[config.mk]
export PLATFORM = sky130hd
export DESIGN_NAME = blk_reorder_buf
export DESIGN_NICKNAME = d
export VERILOG_FILES = /design/src/rtl/rob_pkg.sv /design/src/rtl/rob_slot_flags.sv /design/src/rtl/rob_store.sv /design/src/rtl/rob_admit.sv /design/src/rtl/rob_drain.sv /design/src/rtl/blk_reorder_buf.sv
export SDC_FILE = /design/constraint.sdc
export NUM_CORES = 1
export LEC_CHECK = 0
export BUFFER_PORTS_ARGS = -buffer_cell sky130_fd_sc_hd__buf_2
export CORE_MARGIN = 2
export CORE_UTILIZATION = 45
export DETAILED_ROUTE_END_ITERATION = 16
export SLEW_MARGIN = 20
export SYNTH_ARGS = -nofsm -noshare
export SYNTH_HDL_FRONTEND = slang
export SYNTH_SLANG_ARGS = --single-unit
[constraint.sdc]
create_clock -name clk -period 7 [get_ports clk]
set_clock_uncertainty 0.15 [all_clocks]
set_input_delay 0 -clock clk [delete_from_list [all_inputs] [get_ports clk]]
set_output_delay 0 -clock clk [all_outputs]
set_load 0.02 [all_outputs]
[src/rtl/rob_pkg.sv]
package rob_pkg;
  // Per-beat framing markers carried beside the output data.
  typedef struct packed {
    logic first;
    logic blk_end;
    logic file_end;
  } rob_mark_t;
endpackage

[src/rtl/rob_slot_flags.sv]
module rob_slot_flags #(
  parameter int SLOTS  = 4,
  localparam int SLOT_W = $clog2(SLOTS)
) (
  input  logic              clk,
  input  logic              rst_n,
  input  logic              clr_all,
  input  logic              set_en,
  input  logic [SLOT_W-1:0] set_idx,
  input  logic              drop_en,
  input  logic [SLOT_W-1:0] drop_idx,
  output logic [SLOTS-1:0]  flags
);
  always_ff @(posedge clk or negedge rst_n) begin
    if (!rst_n) begin
      flags <= '0;
    end else if (clr_all) begin
      flags <= '0;
    end else begin
      if (set_en)  flags[set_idx]  <= 1'b1;
      if (drop_en) flags[drop_idx] <= 1'b0;
    end
  end

  // a slot is only completed while empty, and only a full slot drains
  p_set_free_r2: assert property (@(posedge clk) disable iff (!rst_n)
    set_en |-> !flags[set_idx]);
  p_drop_full_r2: assert property (@(posedge clk) disable iff (!rst_n)
    drop_en |-> flags[drop_idx]);
endmodule

[src/rtl/rob_store.sv]
module rob_store #(
  parameter int BEAT_W = 32,
  parameter int DEPTH  = 16,
  localparam int AW    = $clog2(DEPTH)
) (
  input  logic              clk,
  input  logic              we,
  input  logic [AW-1:0]     waddr,
  input  logic [BEAT_W-1:0] wdata,
  input  logic [AW-1:0]     raddr,
  output logic [BEAT_W-1:0] rdata
);
  logic [BEAT_W-1:0] mem [DEPTH];

  always_ff @(posedge clk) begin
    if (we) mem[waddr] <= wdata;
  end

  assign rdata = mem[raddr];
endmodule

[src/rtl/rob_admit.sv]
module rob_admit #(
  parameter int SLOTS  = 4,
  parameter int BEATS  = 4,
  parameter int BEAT_W = 32,
  parameter int LBN_W  = 16,
  localparam int SLOT_W = $clog2(SLOTS),
  localparam int BIDX_W = $clog2(BEATS)
) (
  input  logic                     clk,
  input  logic                     rst_n,
  input  logic                     start,
  input  logic                     active,
  input  logic [LBN_W-1:0]         base,
  input  logic [LBN_W-1:0]         remaining,
  input  logic [SLOTS-1:0]         flags,
  input  logic                     in_valid,
  input  logic [LBN_W-1:0]         in_lbn,
  input  logic [BEAT_W-1:0]        in_data,
  output logic                     in_ready,
  output logic                     we,
  output logic [SLOT_W+BIDX_W-1:0] waddr,
  output logic [BEAT_W-1:0]        wdata,
  output logic                     set_en,
  output logic [SLOT_W-1:0]        set_idx,
  output logic                     err_oow,
  output logic                     err_dup
);
  logic [LBN_W-1:0]  off;
  logic              in_win;
  logic [SLOT_W-1:0] slot;
  logic [BIDX_W-1:0] wr_beat;
  logic              fire, dup, wr_last;

  assign off     = in_lbn - base;
  assign in_win  = (off < LBN_W'(SLOTS)) && (off < remaining);
  assign slot    = in_lbn[SLOT_W-1:0];
  assign in_ready = active && in_win;
  assign fire    = in_valid && in_ready;
  assign dup     = flags[slot];
  assign wr_last = (wr_beat == BIDX_W'(BEATS-1));

  assign we      = fire && !dup;
  assign waddr   = {slot, wr_beat};
  assign wdata   = in_data;
  assign set_en  = fire && !dup && wr_last;
  assign set_idx = slot;

  always_ff @(posedge clk or negedge rst_n) begin
    if (!rst_n) begin
      wr_beat <= '0;
      err_oow <= 1'b0;
      err_dup <= 1'b0;
    end else begin
      err_oow <= in_valid && active && !in_win;
      err_dup <= fire && dup;
      if (start)     wr_beat <= '0;
      else if (fire) wr_beat <= wr_last ? '0 : wr_beat + 1'b1;
    end
  end

  // the window error only follows a refused offer
  p_oow_refused_r4: assert property (@(posedge clk) disable iff (!rst_n)
    err_oow |-> $past(in_valid && !in_ready));
  // the duplicate error only follows an accepted beat
  p_dup_taken_r8: assert property (@(posedge clk) disable iff (!rst_n)
    err_dup |-> $past(in_valid && in_ready));
endmodule

[src/rtl/rob_drain.sv]
module rob_drain
  import rob_pkg::*;
#(
  parameter int SLOTS  = 4,
  parameter int BEATS  = 4,
  parameter int LBN_W  = 16,
  localparam int SLOT_W = $clog2(SLOTS),
  localparam int BIDX_W = $clog2(BEATS)
) (
  input  logic                     clk,
  input  logic                     rst_n,
  input  logic                     start,
  input  logic [LBN_W-1:0]         start_lbn,
  input  logic [LBN_W-1:0]         blk_count,
  input  logic [SLOTS-1:0]         flags,
  input  logic                     out_ready,
  output logic                     out_valid,
  output logic [SLOT_W+BIDX_W-1:0] raddr,
  output rob_mark_t                mark,
  output logic [LBN_W-1:0]         base,
  output logic [LBN_W-1:0]         remaining,
  output logic                     active,
  output logic                     drop_en,
  output logic [SLOT_W-1:0]        drop_idx,
  output logic                     done
);
  logic [BIDX_W-1:0] rd_beat;
  logic              fire, rd_last;

  assign drop_idx  = base[SLOT_W-1:0];
  assign out_valid = active && flags[drop_idx];
  assign fire      = out_valid && out_ready;
  assign rd_last   = (rd_beat == BIDX_W'(BEATS-1));
  assign raddr     = {drop_idx, rd_beat};
  assign drop_en   = fire && rd_last;

  assign mark.first    = (rd_beat == '0);
  assign mark.blk_end  = rd_last;
  assign mark.file_end = rd_last && (remaining == LBN_W'(1));

  always_ff @(posedge clk or negedge rst_n) begin
    if (!rst_n) begin
      base      <= '0;
      remaining <= '0;
      active    <= 1'b0;
      rd_beat   <= '0;
      done      <= 1'b0;
    end else begin
      done <= 1'b0;
      if (start) begin
        base      <= start_lbn;
        remaining <= blk_count;
        active    <= (blk_count != '0);
        rd_beat   <= '0;
      end else if (fire) begin
        if (rd_last) begin
          rd_beat   <= '0;
          base      <= base + 1'b1;
          remaining <= remaining - 1'b1;
          if (remaining == LBN_W'(1)) begin
            active <= 1'b0;
            done   <= 1'b1;
          end
        end else begin
          rd_beat <= rd_beat + 1'b1;
        end
      end
    end
  end

  // the window slides by exactly one block per drained block
  p_base_step_r9: assert property (@(posedge clk) disable iff (!rst_n)
    (fire && rd_last && !start) |=> base == $past(base) + 1'b1);
  // after the done pulse nothing more is offered or taken
  p_done_idle_r7: assert property (@(posedge clk) disable iff (!rst_n)
    done |-> !active && !out_valid);
endmodule

[src/rtl/blk_reorder_buf.sv]
module blk_reorder_buf
  import rob_pkg::*;
#(
  parameter int SLOTS  = 4,
  parameter int BEATS  = 4,
  parameter int BEAT_W = 32,
  parameter int LBN_W  = 16,
  localparam int SLOT_W = $clog2(SLOTS),
  localparam int BIDX_W = $clog2(BEATS),
  localparam int DEPTH  = SLOTS * BEATS
) (
  input  logic              clk,
  input  logic              rst_n,
  input  logic              start,
  input  logic [LBN_W-1:0]  start_lbn,
  input  logic [LBN_W-1:0]  blk_count,
  input  logic              in_valid,
  output logic              in_ready,
  input  logic [LBN_W-1:0]  in_lbn,
  input  logic [BEAT_W-1:0] in_data,
  output logic              out_valid,
  input  logic              out_ready,
  output logic [BEAT_W-1:0] out_data,
  output logic              out_first,
  output logic              out_blk_end,
  output logic              out_file_end,
  output logic              done,
  output logic              err_oow,
  output logic              err_dup
);
  logic [SLOTS-1:0]         flags;
  logic [LBN_W-1:0]         base, remaining;
  logic                     active;
  logic                     we, set_en, drop_en;
  logic [SLOT_W+BIDX_W-1:0] waddr, raddr;
  logic [BEAT_W-1:0]        wdata;
  logic [SLOT_W-1:0]        set_idx, drop_idx;
  rob_mark_t                mark;

  rob_slot_flags #(.SLOTS(SLOTS)) u_flags (
    .clk(clk), .rst_n(rst_n), .clr_all(start),
    .set_en(set_en), .set_idx(set_idx),
    .drop_en(drop_en), .drop_idx(drop_idx), .flags(flags));

  rob_admit #(.SLOTS(SLOTS), .BEATS(BEATS), .BEAT_W(BEAT_W), .LBN_W(LBN_W)) u_admit (
    .clk(clk), .rst_n(rst_n), .start(start), .active(active),
    .base(base), .remaining(remaining), .flags(flags),
    .in_valid(in_valid), .in_lbn(in_lbn), .in_data(in_data), .in_ready(in_ready),
    .we(we), .waddr(waddr), .wdata(wdata),
    .set_en(set_en), .set_idx(set_idx),
    .err_oow(err_oow), .err_dup(err_dup));

  rob_store #(.BEAT_W(BEAT_W), .DEPTH(DEPTH)) u_store (
    .clk(clk), .we(we), .waddr(waddr), .wdata(wdata),
    .raddr(raddr), .rdata(out_data));

  rob_drain #(.SLOTS(SLOTS), .BEATS(BEATS), .LBN_W(LBN_W)) u_drain (
    .clk(clk), .rst_n(rst_n), .start(start),
    .start_lbn(start_lbn), .blk_count(blk_count),
    .flags(flags), .out_ready(out_ready), .out_valid(out_valid),
    .raddr(raddr), .mark(mark), .base(base), .remaining(remaining),
    .active(active), .drop_en(drop_en), .drop_idx(drop_idx), .done(done));

  assign out_first    = mark.first;
  assign out_blk_end  = mark.blk_end;
  assign out_file_end = mark.file_end;

  // a stalled output beat holds
  p_hold_stalled_r5: assert property (@(posedge clk) disable iff (!rst_n)
    (out_valid && !out_ready && !start) |=>
      out_valid && $stable(out_data) && $stable(out_first) && $stable(out_blk_end));
endmodule

# == Word level (Yosys, flattened, before mapping) ==
# Memory sizes are Yosys's and may differ from the RTL's.
# Cells that the tools add are included.
# totals
mem_count,1
ff_bits,44
latch_bits,0
mem_bits_ro,0
inputBits,85
output_inout_bits,40
ramBits,512
elab_cells,85
# mem_list
memory,words,word_bits,read_ports,rd_clocked_by_memory_dff,write_ports,line,rtl
u_store.mem,16,32,1,0,1,rob_store.sv:13,logic [BEAT_W-1:0] mem [DEPTH];
# op_classes
n_lt_le_gt_ge,6
n_reduce_logical,24
n_eq_ne,3
div_mod_pow,0
mul,0
shifts,0
bitwise,3
n_mux,34
addsub,5
# ops
cell,n
16-bit two-way mux,6
16-bit by 1-bit adder with 16-bit output (second input constant),1
16-bit by 1-bit equality test with 1-bit output (second input constant),1
16-bit less-than comparator,1
16-bit by 3-bit less-than comparator with 1-bit output (second input constant),1
4-bit two-way mux,4
16-bit nonzero test,1
16-bit by 1-bit subtractor with 16-bit output (second input constant),1
16-bit subtractor,1
1-bit logical AND,14
1-bit two-way mux,14
2-bit two-way mux,6
2-bit nonzero test,4
2-bit by 3-bit less-than comparator with 1-bit output (second input constant),2
2-bit by 1-bit adder with 2-bit output (second input constant),2
4-bit AND,1
1-bit binary-select mux with 2-bit select,2
1-bit demux with 2-bit select,2
2-bit equality test (second input constant),2
2-bit by 1-bit greater-or-equal comparator with 1-bit output (second input constant),2
4-bit inverter,1
4-bit OR,1
3-bit AND reduction,1
1-bit zero test,2
other kinds (2),2

# == Depth between registers and ports, before layout ==
# Gate-level depths: netlist (run 1).
# logic_depth
ltp_word,12
depth_mapped,18
mapped_depth_nobuf,17

# == Cells and area by module ==
# A second synthesis (run 1) with hierarchy kept.
# unflattened
cells_unflattened,1318
area_unflattened_um2,23465.0
# modules_own_cells
mod,area_each_um2,instances,cells_each
rob_store,19213.4,1,806
rob_drain,2190.9,1,241
rob_admit,1863.0,1,253
rob_slot_flags,197.7,1,18

# == Least setup slack after synthesis (run 1) ==
# No wires, ideal clock.
# synth_path
kind,register to register
startpoint,reg u_drain.base[1]
endpoint,"mem u_store.mem[10][0], enable pin"
slack_ps,-295
path_stages_with_launch,18
arrival_ps,6683
path_buffers,2
required_ps,6389
setup_time_ps,461
path_cell_list,dfrtp_1 inv_2 buf_1 fa_1 a21oi_1 o221a_1 or2_1 a31oi_1 xor2_1 ha_1 a21o_1 a211o_1 nor3_1 nand3b_2 nor4_4 nand4_4 buf_6 nor3_1
# synth_between
elab_chain_cells,8
elab_cells_between_ends,9
# synth_rtl
item,line,rtl
"start, declared",rob_drain.sv:20,"output logic [LBN_W-1:0] base,"
"start signal, assigned",rob_drain.sv:51,base <= start_lbn;
"start signal, assigned",rob_drain.sv:58,base <= base + 1'b1;
16-bit subtractor *,rob_admit.sv:34,assign off = in_lbn - base;
16-bit by 3-bit less-than comparator with 1-bit output / 16-bit less-than comparator (equally long branches),rob_admit.sv:35,assign in_win = (off < LBN_W'(SLOTS)) && (off < remaining);
1-bit logical AND *,rob_admit.sv:35,
1-bit logical AND *,rob_admit.sv:37,assign in_ready = active && in_win;
1-bit logical AND *,rob_admit.sv:38,assign fire = in_valid && in_ready;
1-bit logical AND *,rob_admit.sv:42,assign we = fire && !dup;
1-bit two-way mux *,rob_store.sv:16,if (we) mem[waddr] <= wdata;
1-bit two-way mux (not written as such) *,rob_store.sv:16,
"end, declared",rob_store.sv:13,
# Mark *: on every way between the ends. The rest lies on a longest branch, timed or not.

# == Worst setup path after layout (run 1) ==
# layout_path
startpoint,reg u_drain.base[1]
endpoint,"mem u_store.mem[5][24], enable pin"
# The elaborated chain is that of the path after synthesis.

==> results of run 1 <==
flip-flops by register name, indices dropped and copies added, names as in the netlist:
| signal | cells |
|---|---|
| u_drain.remaining | 16 |
| u_drain.base | 16 |
| u_store.mem | 512 |
| u_flags.flags | 4 |
| u_drain.done | 1 |
| u_admit.err_dup | 1 |
| u_admit.err_oow | 1 |
| u_drain.active | 1 |
| u_drain.rd_beat | 2 |
| u_admit.wr_beat | 2 |
worst reg2reg max path, cell delays in order, from the launching register on:
cell and delay, ns:
sky130_fd_sc_hd__dfrtp_1 0.44, sky130_fd_sc_hd__inv_2 0.10, sky130_fd_sc_hd__buf_4 0.38, sky130_fd_sc_hd__ha_1 0.32, sky130_fd_sc_hd__nand2b_1 0.13, sky130_fd_sc_hd__a21oi_1 0.12
sky130_fd_sc_hd__o2111a_1 0.26, sky130_fd_sc_hd__a211oi_1 0.52, sky130_fd_sc_hd__ha_1 0.37, sky130_fd_sc_hd__a21o_1 0.17, sky130_fd_sc_hd__a21o_1 0.17, sky130_fd_sc_hd__a211o_1 0.29
sky130_fd_sc_hd__nor3_1 0.23, sky130_fd_sc_hd__nand3b_2 0.16, sky130_fd_sc_hd__nor4_4 0.27, sky130_fd_sc_hd__nand4_4 0.38, sky130_fd_sc_hd__nor3_4 0.80, sky130_fd_sc_hd__buf_12 0.29
routing by layer:
metal  vias to the layer above  track usage (%)
met5                         -                0
met2                       261            32.23
met1                      6449            26.46
li1                       5532                -
met3                        76            3.162
met4                         4            5.081
power by group:
| part | switching (mW) | leakage, nW | internal (mW) |
|---|---|---|---|
| Sequential | 0.0154 | 5.15 | 3.64 |
| Combinational | 0.305 | 3.38 | 0.233 |
| Clock | 1.26 | 0.887 | 1.71 |
kinds of logic after synthesis:
family          after synthesis
xor+xnor                     36
flops                       556
mux                         167
simple gates                191
compound gates              107
fa+ha+maj                    42
buf+inv                     100
cell usage after synthesis (20+ instances only):
master                       n  share of area, %
sky130_fd_sc_hd__inv_1      46              0.75
sky130_fd_sc_hd__clkbuf_1   36              0.58
sky130_fd_sc_hd__a21oi_1    20              0.43
sky130_fd_sc_hd__nor2_1     28              0.45
sky130_fd_sc_hd__dfrtp_1    44               4.8
sky130_fd_sc_hd__nor3_1     29              0.63
sky130_fd_sc_hd__nand2_1    61              0.99
sky130_fd_sc_hd__o21ai_0    37              0.80
sky130_fd_sc_hd__xnor2_1    31               1.2
sky130_fd_sc_hd__edfxtp_1  512                66
sky130_fd_sc_hd__ha_1       41               2.2
sky130_fd_sc_hd__mux4_2    162                16
per-stage QoR:
| stage | total power, mW | instance area [um2] | util [%] | hold WS (ns) |
|---|---|---|---|---|
| after floorplan | 4.016 | 23150 | - | -0.4456 |
| after global placement | 4.182 | 24810 | 48.55 | 0.05965 |
| after detailed placement | 4.193 | 24810 | 48.55 | 0.07591 |
| after CTS | 7.247 | 28150 | 55.09 | 0.06927 |
| after global routing | 7.434 | 28150 | 55.09 | 0.1156 |
| final | 7.175 | 28150 | 55.09 | 0.1042 |
path summary, 6_finish.rpt:
kind / start / endpoint / slack [ns] / depth (start not counted)
setup / recovery: u_drain.base[1] / u_store.mem[5][24] / 1.14 / 17
hold / removal: start_lbn[0] / u_drain.base[0] / 0.10 / 4
setup reg to reg: u_drain.base[1] / u_store.mem[5][24] / 1.14 / 17
hold reg to reg: u_flags.flags[2] / u_flags.flags[2] / 0.40 / 2
max in group asynchronous: rst_n / u_drain.rd_beat[1] / 6.11 / 4
min in group asynchronous: rst_n / u_drain.base[5] / 0.33 / 4
final cells by class:
type	instances	area, um2	share of cell area [%]
Clock buffer	73	1508	5.357
Inverter	48	180.2	0.6401
Clock inverter	31	332.8	1.182
Timing Repair Buffer	310	2417	8.589
Sequential cell	556	16480	58.57
Tap cell	680	850.8	3.023
Multi-Input combinational cell	543	6372	22.64
==> run summary, run 1 <==
## Routing
- drc violations: 0
- initial detailed-routing violation count: 989
- Routed WL per cell: 22.66 um
- total routed wire length on the met1 layer: 22.52 mm
- via count normalized by instance count: 5.498
- sum of met2 wire segment lengths after detailed routing: 25.11 mm
- top layer in use: met5
- wirelength, routed: 50.77 mm
- total length of routed met3 wires: 2.087 mm
- final antenna-violating net count: 0
- Pre-Repair DR Iteration Count: 5
- number of vias in the routed layout: 12322

## Critical path
- cell at the slowest stage of the critical path: sky130_fd_sc_hd__nor3_4
- sum of buffers and inverters on the critical path: 3
- start-to-end type of the worst setup path: reg2reg
- worst path cell trace: inv_2, buf_4, ha_1, nand2b_1, a21oi_1, o2111a_1, a211oi_1, ha_1, a21o_1, a21o_1, a211o_1, nor3_1, nand3b_2, nor4_4, nand4_4, nor3_4, buf_12
- Max Fanout on Critical Path: 22
- arrival time of the worst setup path: 6.02 ns
- kind of cell adding the most delay to the critical path: simple AND/OR/NAND/NOR gates
- Worst EP required: 7.16 ns
- critical path's largest stage delay: 0.79 ns
- Critical Path End Type: register
- crit path launch type: register

## Floorplanning
- IO Count: 125
- DIE AREA: 53280 um2
- width of the die: 230.8 um
- # rows: 83
- starting density of the core: 45.31%
- Placeable Area: 51090 um2
- floorplan die height: 230.8 um

## Timing
- Setup-failing EPs final: 0
- total count of hold-check failures in the final report: 0
- final critical-path setup slack: 1.136 ns
- setup repair after global routing missed its margin: no
- fraction of the cycle the final worst path needs: 83.77%
- number of pins with negative max-slew slack in the final report: 0
- total negative slack for setup checks: 0 ns
- slew at the pin with the worst max-slew slack: 1.001 ns
- f_max: 170.5 MHz
- worst max-slew margin expressed relative to the limit: 33.26%
- Period minus WS final: 5.864 ns

## Global route
- first-pass GRT wire length: 77.16 mm
- via count of the first global-routing pass: 12776
- GRT Total Usage: 19.27%
- maximum number of pins on one net before global-route repair: 78
- leftover overflow at the end of global routing: 0
- number of antenna violations at the first check in global routing: 2

## Power and ir drop
- Leak: 9.417 nW
- peak supply drop: 206.0 uV
- power per cell area: 254.9 nW/um2

## CTS
- later-pin clock latency in the skew report: 0.61 ns
- number of buffers added to fix hold violations after cts: 148
- buffer levels on the longest clock path: 3
- Clock H-tree levels: 2
- post-CTS setup buffers: 0
- TritonCTS clock tree: done
- cell chosen for the clock root: sky130_fd_sc_hd__clkbuf_16
- count of instances resized after the clock tree is built: 0
- Clock transition at path regs: 0.06 ns
- number of clock sinks seen by CTS: 556
- clock buffers created by TritonCTS: 57

## Yosys
- cell area after technology mapping: 23150 um2
- fraction of synthesis flops using an asynchronous set or reset pin: 7.914%
- dominant synthesized flop cell: sky130_fd_sc_hd__edfxtp_1
- compound-cell area share of the yosys netlist: 3.075%
- number of register bits inferred by synthesis: 556
- synthesized area divided by synthesized cell count: 19.31 um2
- part of the Yosys area used for sequential elements: 71.17%
- area share of fa/ha/maj cells after synthesis: 2.302%
- number of enable-type register cells in the synthesized netlist: 512
- Cells after Synth: 1199
- number of library cell types mapped by synthesis: 66
- main combinational cell family by area after synthesis: multiplexers
- xor and xnor fraction of the mapped netlist area: 1.362%
- warnings from Yosys: 0
- simple-gate area share of the yosys netlist: 4.426%
- mux share of post-synthesis cell area: 16.00%
- Post-Synthesis Net Count: 1326

## Placed design
- global placer's final weighted congestion: 0.8467
- cell total after placement: 1989
- post-detailed-placement half-perimeter wirelength: 30.60 mm
- buffers added on ports: 124
- worst slack at placement: 1.087 ns

## Cells and area
- Area growth syn-to-layout: 21.57%
- final layout net count: 1643
- fraction of layout instances using a drive strength above 1: 27.93%
- most common cell after layout, fill and taps aside: sky130_fd_sc_hd__edfxtp_1
- number of standard cells in the layout, taps in and fillers out: 2241
- leading cell types in the layout, fill and taps excluded: 512 x sky130_fd_sc_hd__edfxtp_1, 162 x sky130_fd_sc_hd__mux4_2, 147 x sky130_fd_sc_hd__dlygate4sd3_1
- diode insertion count for antenna repair: 0
- number of filler instances in the final layout: 3999

## Run status
- result of the run: completed

## Job
- total of max-cap violations: 0

## Worst hold path
- worst hold path class: in2reg

(Power assumes the default switching activity.)
==> run 2, diff against run 1 <==
ABC_AREA = 1   (was default)
clock period = 5.38 ns   (was 7 ns; I/O delays follow)
==> run 2 against run 1 <==
Combinational power rose to 3.5 times the previous value. First-iteration DRC count up 85%. Global-route usage up 4.4 points. Maximum frequency up 20%. Sequential cell count unchanged. Final cell count up 31%. Die area up 2.1%. Largest power group unchanged.
==> run summary, run 2 <==
## CTS
- Clock transition at path regs: 0.06 ns, about the same
- cell chosen for the clock root: sky130_fd_sc_hd__clkbuf_16
- number of clock sinks seen by CTS: 556, unchanged
- Clock H-tree levels: 2, unchanged
- TritonCTS clock tree: done
- later-pin clock latency in the skew report: 0.61 ns, about the same
- buffer levels on the longest clock path: 3, unchanged
- number of buffers added to fix hold violations after cts: 118, -20%
- post-CTS setup buffers: 0, unchanged
- count of instances resized after the clock tree is built: 0, unchanged
- clock buffers created by TritonCTS: 57, unchanged

## Cells and area
- most common cell after layout, fill and taps aside: sky130_fd_sc_hd__edfxtp_1
- Area growth syn-to-layout: 19.11%
- register containing the most flip-flops in the final layout: u_store.mem
- flip-flop count of the largest register, all copies and words added: 512, unchanged
- fraction of layout instances using a drive strength above 1: 12.95%, -15 points
- final layout net count: 2336, +42%
- diode insertion count for antenna repair: 0, unchanged
- leading cell types in the layout, fill and taps excluded: 512 x sky130_fd_sc_hd__edfxtp_1, 312 x sky130_fd_sc_hd__nor2_1, 266 x sky130_fd_sc_hd__o21ai_0
- Util after Layout: 53.92%, -1.2 points
- registers with the highest flip-flop counts: u_store.mem: 512 flops, u_drain.base: 16 flops, u_drain.remaining: 16 flops

## Power and ir drop
- power per cell area: 373.6 nW/um2, +47%
- switching power of the nets: 3.050 mW, +93%
- post-layout total power: 10.52 mW, +47%
- Leak: 9.997 nW, +6.2%
- peak supply drop: 251.9 uV, +22%
- part of the total power dissipated in combinational logic: 18.1%, +11 points
- fraction of power consumed by sequential logic: 45.9%, -5.1 points
- total internal power: 7.472 mW, +34%
- Switching Share: 28.98%, +6.9 points
- power share of the clock group: 36.0%, -5.5 points

## Timing
- Period minus WS final: 4.871 ns, -0.9933 ns
- fraction of the cycle the final worst path needs: 90.54%, +6.8 points
- setup repair after global routing missed its margin: no
- total count of hold-check failures in the final report: 0, unchanged
- number of pins with negative max-slew slack in the final report: 0, unchanged
- Fin Hold WS: 0.07880 ns, -0.02535 ns
- worst max-slew margin expressed relative to the limit: 27.64%, -5.6 points
- f_max: 205.3 MHz, +20%
- slew at the pin with the worst max-slew slack: 1.079 ns, +0.07763 ns
- Setup-failing EPs final: 0, unchanged
- total negative slack for setup checks: 0 ns, unchanged

## Run status
- result of the run: completed

## Routing
- Pre-Repair DR Iteration Count: 5, unchanged
- wirelength, routed: 64.23 mm, +27%
- via count normalized by instance count: 5.691, +3.5%
- Routed WL per cell: 21.82 um, -3.7%
- drc violations: 0, unchanged
- initial detailed-routing violation count: 1825, +85%
- number of vias in the routed layout: 16750, +36%
- final antenna-violating net count: 0, unchanged

## Yosys
- top post-synthesis cells by count: 512 x sky130_fd_sc_hd__edfxtp_1, 328 x sky130_fd_sc_hd__nor2_1, 266 x sky130_fd_sc_hd__o21ai_0
- number of register bits inferred by synthesis: 556, unchanged
- warnings from Yosys: 0, unchanged
- main combinational cell family by area after synthesis: compound AO/OA/AOI/OAI gates
- Post-Synthesis Net Count: 2106, +59%
- largest area contributor in the netlist: sky130_fd_sc_hd__edfxtp_1
- fraction of synthesis flops using an asynchronous set or reset pin: 7.914%, unchanged
- most frequently used cell type in the post-synthesis netlist: sky130_fd_sc_hd__edfxtp_1
- top cell type's share of synthesized area: 65.02%, -1.4 points
- simple-gate area share of the yosys netlist: 11.83%, +7.4 points
- dominant synthesized flop cell: sky130_fd_sc_hd__edfxtp_1
- compound-cell area share of the yosys netlist: 11.98%, +8.9 points
- Cells after Synth: 1979, +65%
- number of library cell types mapped by synthesis: 45, -32%
- synthesized area divided by synthesized cell count: 11.95 um2, -38%
- area share of fa/ha/maj cells after synthesis: 2.254%, -0.048 points
- most area-consuming cells after synthesis: sky130_fd_sc_hd__edfxtp_1 65%, sky130_fd_sc_hd__o21ai_0 5.6%, sky130_fd_sc_hd__nor2_1 5.2%
- xor and xnor fraction of the mapped netlist area: 0.8466%, -0.52 points
- cell area after technology mapping: 23650 um2, +2.1%
- mux share of post-synthesis cell area: 0%, -16 points
- part of the Yosys area used for sequential elements: 69.68%, -1.5 points
- number of enable-type register cells in the synthesized netlist: 512, unchanged

## Global route
- GRT Total Usage: 23.69%, +4.4 points
- maximum number of pins on one net before global-route repair: 135, +73%
- via count of the first global-routing pass: 16523, +29%
- leftover overflow at the end of global routing: 0, unchanged
- number of antenna violations at the first check in global routing: 0, -2
- first-pass GRT wire length: 97.86 mm, +27%

## Floorplanning
- floorplan die height: 233.2 um, +1.0%
- # rows: 84, +1.2%
- width of the die: 233.2 um, +1.0%
- IO Count: 125, unchanged
- Placeable Area: 52240 um2, +2.2%
- DIE AREA: 54400 um2, +2.1%
- starting density of the core: 45.27%, about the same

## Critical path
- Max Fanout on Critical Path: 32, +45%
- arrival time of the worst setup path: 4.98 ns, -1.04 ns
- sum of buffers and inverters on the critical path: 3, unchanged
- cell at the slowest stage of the critical path: sky130_fd_sc_hd__buf_4
- Critical Path End Type: register
- kind of cell adding the most delay to the critical path: simple AND/OR/NAND/NOR gates
- crit path launch type: register
- critical path's largest stage delay: 0.47 ns, -0.32 ns
- most common cell type on the critical path: sky130_fd_sc_hd__nor2_1
- worst path cell trace: inv_1, ha_1, a21oi_1, o21a_1, nor2_1, nor2_1, nand2_2, xor2_2, inv_1, ha_1, a21oi_1, nand2_1, nor2_1, nand2_1, nor2_1, nand3_1, nor2_1, nand4_1, nor2_1, and3_1, nand4_2, nor2_4, buf_4
- start-to-end type of the worst setup path: reg2reg
- Worst EP required: 5.49 ns, -1.67 ns

## Placed design
- buffers added on ports: 124, unchanged
- post-detailed-placement half-perimeter wirelength: 37.92 mm, +24%
- global placer's final weighted congestion: 0.8961, +5.8%

## Worst hold path
- worst hold path class: in2reg

## Job
- total of max-cap violations: 0, unchanged

run 2: cell types whose count changed in the layout (fill, tap and decap cells not counted), sizes merged, moves of 25 or more:
cell | before | now
nand2 | 61 | 215
nand3 | 12 | 83
xnor2 | 31 | 1
o21ai | 44 | 266
mux4 | 162 | 0
o22ai | 1 | 78
inv | 52 | 97
nor2 | 28 | 333
dlygate4sd3 | 147 | 118
o221ai | 0 | 62
nor3 | 31 | 6
run 2: path summary, 6_finish.rpt:
| path | from | endpoint | slack, ns | cells past startpoint |
|---|---|---|---|---|
| max | u_drain.base[10] | u_store.mem[8][21] | 0.51 | 23 |
| min | blk_count[5] | u_drain.remaining[5] | 0.08 | 4 |
| max reg2reg | u_drain.base[10] | u_store.mem[8][21] | 0.51 | 23 |
| min reg2reg | u_flags.flags[0] | u_flags.flags[0] | 0.40 | 2 |
| max in group asynchronous | rst_n | u_drain.base[11] | 3.12 | 4 |
| min in group asynchronous | rst_n | u_drain.base[12] | 0.45 | 3 |
run 2: per-stage QoR:
step	cell area [um2]	cells	setup slack, ns
after CTS	28170	2943	0.5376
after global routing	28170	2943	0.1355
after detailed placement	25200	2720	0.5334
final	28170	2943	0.5091
after global placement	25200	2720	0.6061
after floorplan	23650	1979	0.1511
run 2: cell type report:
type                       instances  area [um2]
tap                              688       860.8
fill                            4404       24070
sequential                       556       16480
multi-input combinational       1213        6489
inverter                          99       377.9
clock inverter                    32       281.5
clock buffer                      73        1508
timing repair buffer             282        2165
run 2: kinds of logic (layout without fill, tap and decap cells):
logic type | after synthesis | after routing
AO/OA/AOI/OAI | 479 | 479
XOR/XNOR | 22 | 22
adder cells (fa/ha/maj) | 42 | 42
buffers and inverters | 210 | 486
flip-flops | 556 | 556
AND/OR/NAND/NOR | 670 | 670
run 2: power by group through the flow:
stage	logic [mW]	registers [mW]	clock network [mW]
floorplan	1.19	4.86	0
global placement	1.81	4.92	0
detailed placement	1.83	4.92	0
CTS	1.91	4.83	3.86
global route	2.10	4.83	4.02
finish	1.90	4.83	3.79
run 2: worst reg2reg max path, stage by stage, from the launching register on:
cell and delay [ns]:
sky130_fd_sc_hd__dfrtp_1 0.41, sky130_fd_sc_hd__inv_1 0.15, sky130_fd_sc_hd__ha_1 0.30, sky130_fd_sc_hd__a21oi_1 0.17, sky130_fd_sc_hd__o21a_1 0.20, sky130_fd_sc_hd__nor2_1 0.06, sky130_fd_sc_hd__nor2_1 0.12, sky130_fd_sc_hd__nand2_2 0.07
sky130_fd_sc_hd__xor2_2 0.14, sky130_fd_sc_hd__inv_1 0.08, sky130_fd_sc_hd__ha_1 0.31, sky130_fd_sc_hd__a21oi_1 0.18, sky130_fd_sc_hd__nand2_1 0.07, sky130_fd_sc_hd__nor2_1 0.12, sky130_fd_sc_hd__nand2_1 0.06, sky130_fd_sc_hd__nor2_1 0.08
sky130_fd_sc_hd__nand3_1 0.08, sky130_fd_sc_hd__nor2_1 0.09, sky130_fd_sc_hd__nand4_1 0.12, sky130_fd_sc_hd__nor2_1 0.11, sky130_fd_sc_hd__and3_1 0.39, sky130_fd_sc_hd__nand4_2 0.39, sky130_fd_sc_hd__nor2_4 0.17, sky130_fd_sc_hd__buf_4 0.47
run 2: routing by layer:
| metal | GRT usage, % | share of wire [%] |
|---|---|---|
| met1 | 34.27 | 44 |
| met2 | 38.12 | 47 |
| met4 | 6.071 | 1.9 |
| met3 | 2.893 | 7.0 |
| met5 | 0 | 0 |
==> run 3, diff against run 2 <==
ABC_AREA = default   (was 1)
ABC_CLOCK_PERIOD_IN_PS = 5380   (was default)
CTS_BUF_LIST = sky130_fd_sc_hd__clkbuf_2   (was default)
==> run 3 against run 2 <==
Maximum frequency down 5.9%. Sequential share of layout area shrank 1.4 points. Core utilization grew 2.5 points. Non-clock buffer count is 120 higher. Clock power is 23% lower. Final cell count shrank 16%. Critical path depth fell by 6. First-iteration DRC count is 33% lower. Largest cell class unchanged. Sequential power shrank 2%. Combinational power is 56% lower.
==> run summary, run 3 (synthesis gave the netlist of run 1 again) <==
## Routing
- Pre-Repair DR Iteration Count: 5, unchanged
- via count normalized by instance count: 5.426, -4.7%
- wirelength, routed: 57.83 mm, -10%
- final antenna-violating net count: 0, unchanged
- number of vias in the routed layout: 13439, -20%
- initial detailed-routing violation count: 1217, -33%
- Routed WL per cell: 23.35 um, +7.0%
- drc violations: 0, unchanged

## Cells and area
- Area growth syn-to-layout: 24.57%
- number of standard cells in the layout, taps in and fillers out: 2477, -16%
- number of filler instances in the final layout: 3990, -9.4%
- combined area of the multi-input logic cells: 6663 um2, +2.7%
- final layout net count: 1820, -22%
- register containing the most flip-flops in the final layout: u_store.mem
- leading cell types in the layout, fill and taps excluded: 512 x sky130_fd_sc_hd__edfxtp_1, 227 x sky130_fd_sc_hd__dlygate4sd3_1, 199 x sky130_fd_sc_hd__clkbuf_2
- registers with the highest flip-flop counts: u_store.mem: 512 flops, u_drain.base: 16 flops, u_drain.remaining: 16 flops
- Util after Layout: 56.45%, +2.5 points
- most common cell after layout, fill and taps aside: sky130_fd_sc_hd__edfxtp_1
- combined flip-flop and latch cell area: 16480 um2, unchanged
- fraction of layout instances using a drive strength above 1: 34.39%, +21 points
- flip-flop count of the largest register, all copies and words added: 512, unchanged

## Timing
- total count of hold-check failures in the final report: 0, unchanged
- fraction of the cycle the final worst path needs: 96.26%, +5.7 points
- final critical-path setup slack: 0.2012 ns, -0.3079 ns
- Setup-failing EPs final: 0, unchanged
- worst max-slew margin expressed relative to the limit: 32.64%, +5.0 points
- f_max: 193.1 MHz, -5.9%
- setup repair after global routing missed its margin: yes
- number of pins with negative max-slew slack in the final report: 0, unchanged
- Period minus WS final: 5.179 ns, +0.3079 ns
- slew at the pin with the worst max-slew slack: 1.010 ns, -0.06838 ns

## Critical path
- Critical Path End Type: primary output
- arrival time of the worst setup path: 5.03 ns, +0.05 ns
- start-to-end type of the worst setup path: reg2out
- crit path launch type: register
- Worst EP required: 5.23 ns, -0.26 ns
- Max Fanout on Critical Path: 3, -91%

## Floorplanning
- # rows: 83, -1.2%
- IO Count: 125, unchanged
- width of the die: 230.8 um, -1.0%
- DIE AREA: 53280 um2, -2.1%
- Placeable Area: 51090 um2, -2.2%
- starting density of the core: 45.31%, about the same
- floorplan die height: 230.8 um, -1.0%

## Run status
- result of the run: completed

## Placed design
- buffers added on ports: 124, unchanged
- global placer's final weighted congestion: 0.8294, -7.4%
- cell total after placement: 1989, -27%
- worst slack at placement: 0.2241 ns, -0.3093 ns
- post-detailed-placement half-perimeter wirelength: 35.21 mm, -7.1%

## Global route
- leftover overflow at the end of global routing: 0, unchanged
- first-pass GRT wire length: 86.23 mm, -12%
- maximum number of pins on one net before global-route repair: 95, -30%
- via count of the first global-routing pass: 14073, -15%
- number of antenna violations at the first check in global routing: 1, +1
- GRT Total Usage: 22.33%, -1.4 points

## Power and ir drop
- Switching Share: 25.70%, -3.3 points
- fraction of power consumed by sequential logic: 56.0%, +10 points
- part of the total power dissipated in combinational logic: 9.9%, -8.2 points
- power share of the clock group: 34.2%, -1.8 points
- Leak: 10.07 nW, +0.75%
- power per cell area: 294.5 nW/um2, -21%
- total internal power: 6.311 mW, -16%
- peak supply drop: 182.9 uV, -27%
- switching power of the nets: 2.183 mW, -28%

## CTS
- Clock transition at path regs: 0.10 ns, +0.04 ns
- TritonCTS clock tree: done
- buffer levels on the longest clock path: 3, unchanged
- clock buffers created by TritonCTS: 142, +150%
- cell chosen for the clock root: sky130_fd_sc_hd__clkbuf_2
- later-pin clock latency in the skew report: 1.28 ns, +0.67 ns
- number of clock sinks seen by CTS: 556, unchanged
- Clock H-tree levels: 4, +2

## Job
- total of max-cap violations: 0, unchanged

## Worst hold path
- worst hold path class: in2reg

## run 3: cell types whose count changed in the layout (fill, tap and decap cells not counted), sizes merged, moves of 71 or more
| cell | change |
|---|---|
| o21ai | -222 |
| dlygate4sd3 | +109 |
| mux4 | +162 |
| nand2 | -154 |
| nor2 | -305 |
| clkbuf | +126 |
| o22ai | -77 |
| nand3 | -71 |
## run 3: metal layers
| layer | global-route usage, % | vias to the layer above | share of wire, % |
|---|---|---|---|
| li1 | - | 5967 | - |
| met5 | 0 | - | 0 |
| met1 | 30.80 | 6936 | 44 |
| met4 | 6.431 | 0 | 1.6 |
| met2 | 34.12 | 460 | 47 |
| met3 | 7.386 | 76 | 7.5 |
## run 3: stage by stage
step	power (mW)	setup TNS [ns]	area (um2)	hold WS, ns
final	8.494	0	28840	0.1691
after detailed placement	5.475	0	24960	-0.01885
after floorplan	5.233	0	23350	-0.4456
after global routing	8.908	-0.1120	28840	0.07891
after CTS	8.563	-0.08472	28620	0.03333
after global placement	5.464	0	24960	-0.01516
## run 3: critical path: stages (launching register included)
cell                       delay (ns)
sky130_fd_sc_hd__dfrtp_2         0.44
sky130_fd_sc_hd__ha_4            0.16
sky130_fd_sc_hd__inv_2           0.04
sky130_fd_sc_hd__fa_2            0.24
sky130_fd_sc_hd__a21oi_4         0.07
sky130_fd_sc_hd__o221a_1         0.29
sky130_fd_sc_hd__or2_4           0.29
sky130_fd_sc_hd__a31oi_4         0.16
sky130_fd_sc_hd__xor2_2          0.20
sky130_fd_sc_hd__ha_1            0.28
sky130_fd_sc_hd__a21o_1          0.18
sky130_fd_sc_hd__a211o_1         0.27
sky130_fd_sc_hd__nor3_2          0.23
sky130_fd_sc_hd__nand3b_4        0.12
sky130_fd_sc_hd__nor4b_4         0.29
sky130_fd_sc_hd__and3_4          0.24
sky130_fd_sc_hd__and2_4          0.15
sky130_fd_sc_hd__buf_6           0.11
## run 3: worst paths after layout
kind / from / to / slack, ns / cells after the start
worst min register to register: u_flags.flags[2] / u_flags.flags[2] / 0.40 / 2
min in group asynchronous: rst_n / u_drain.base[7] / 0.27 / 6
worst min-delay path: in_lbn[4] / u_admit.err_oow / 0.17 / 9
max in group asynchronous: rst_n / u_drain.remaining[7] / 4.53 / 6
worst max register to register: u_drain.base[0] / u_admit.wr_beat[0] / 0.45 / 19
worst max-delay path: u_drain.base[0] / in_ready / 0.20 / 17
## run 3: power by group through the flow
stage,registers [mW],clock network [mW],logic [mW]
floorplan,4.85,0,0.386
CTS,4.75,3.01,0.795
finish,4.75,2.90,0.837
detailed placement,4.85,0,0.625
global placement,4.85,0,0.615
global route,4.76,3.24,0.909
## run 3: timing repair
action	4_1_cts	5_1_grt
gates resized for setup	16	27
hold buffers	225	4
buffers inserted	6	6
endpoints found under the setup margin	1	3
pin swaps	15	15
hold endpoints to repair	1112	4
## run 3: final cells by class
class	count	area share, %
inverter	48	0.6247
tap	680	2.950
sequential	556	57.16
timing repair buffer	402	11.67
multi-input combinational	543	23.10
clock buffer	199	3.453
clock inverter	46	1.020
antenna	3	0.02603
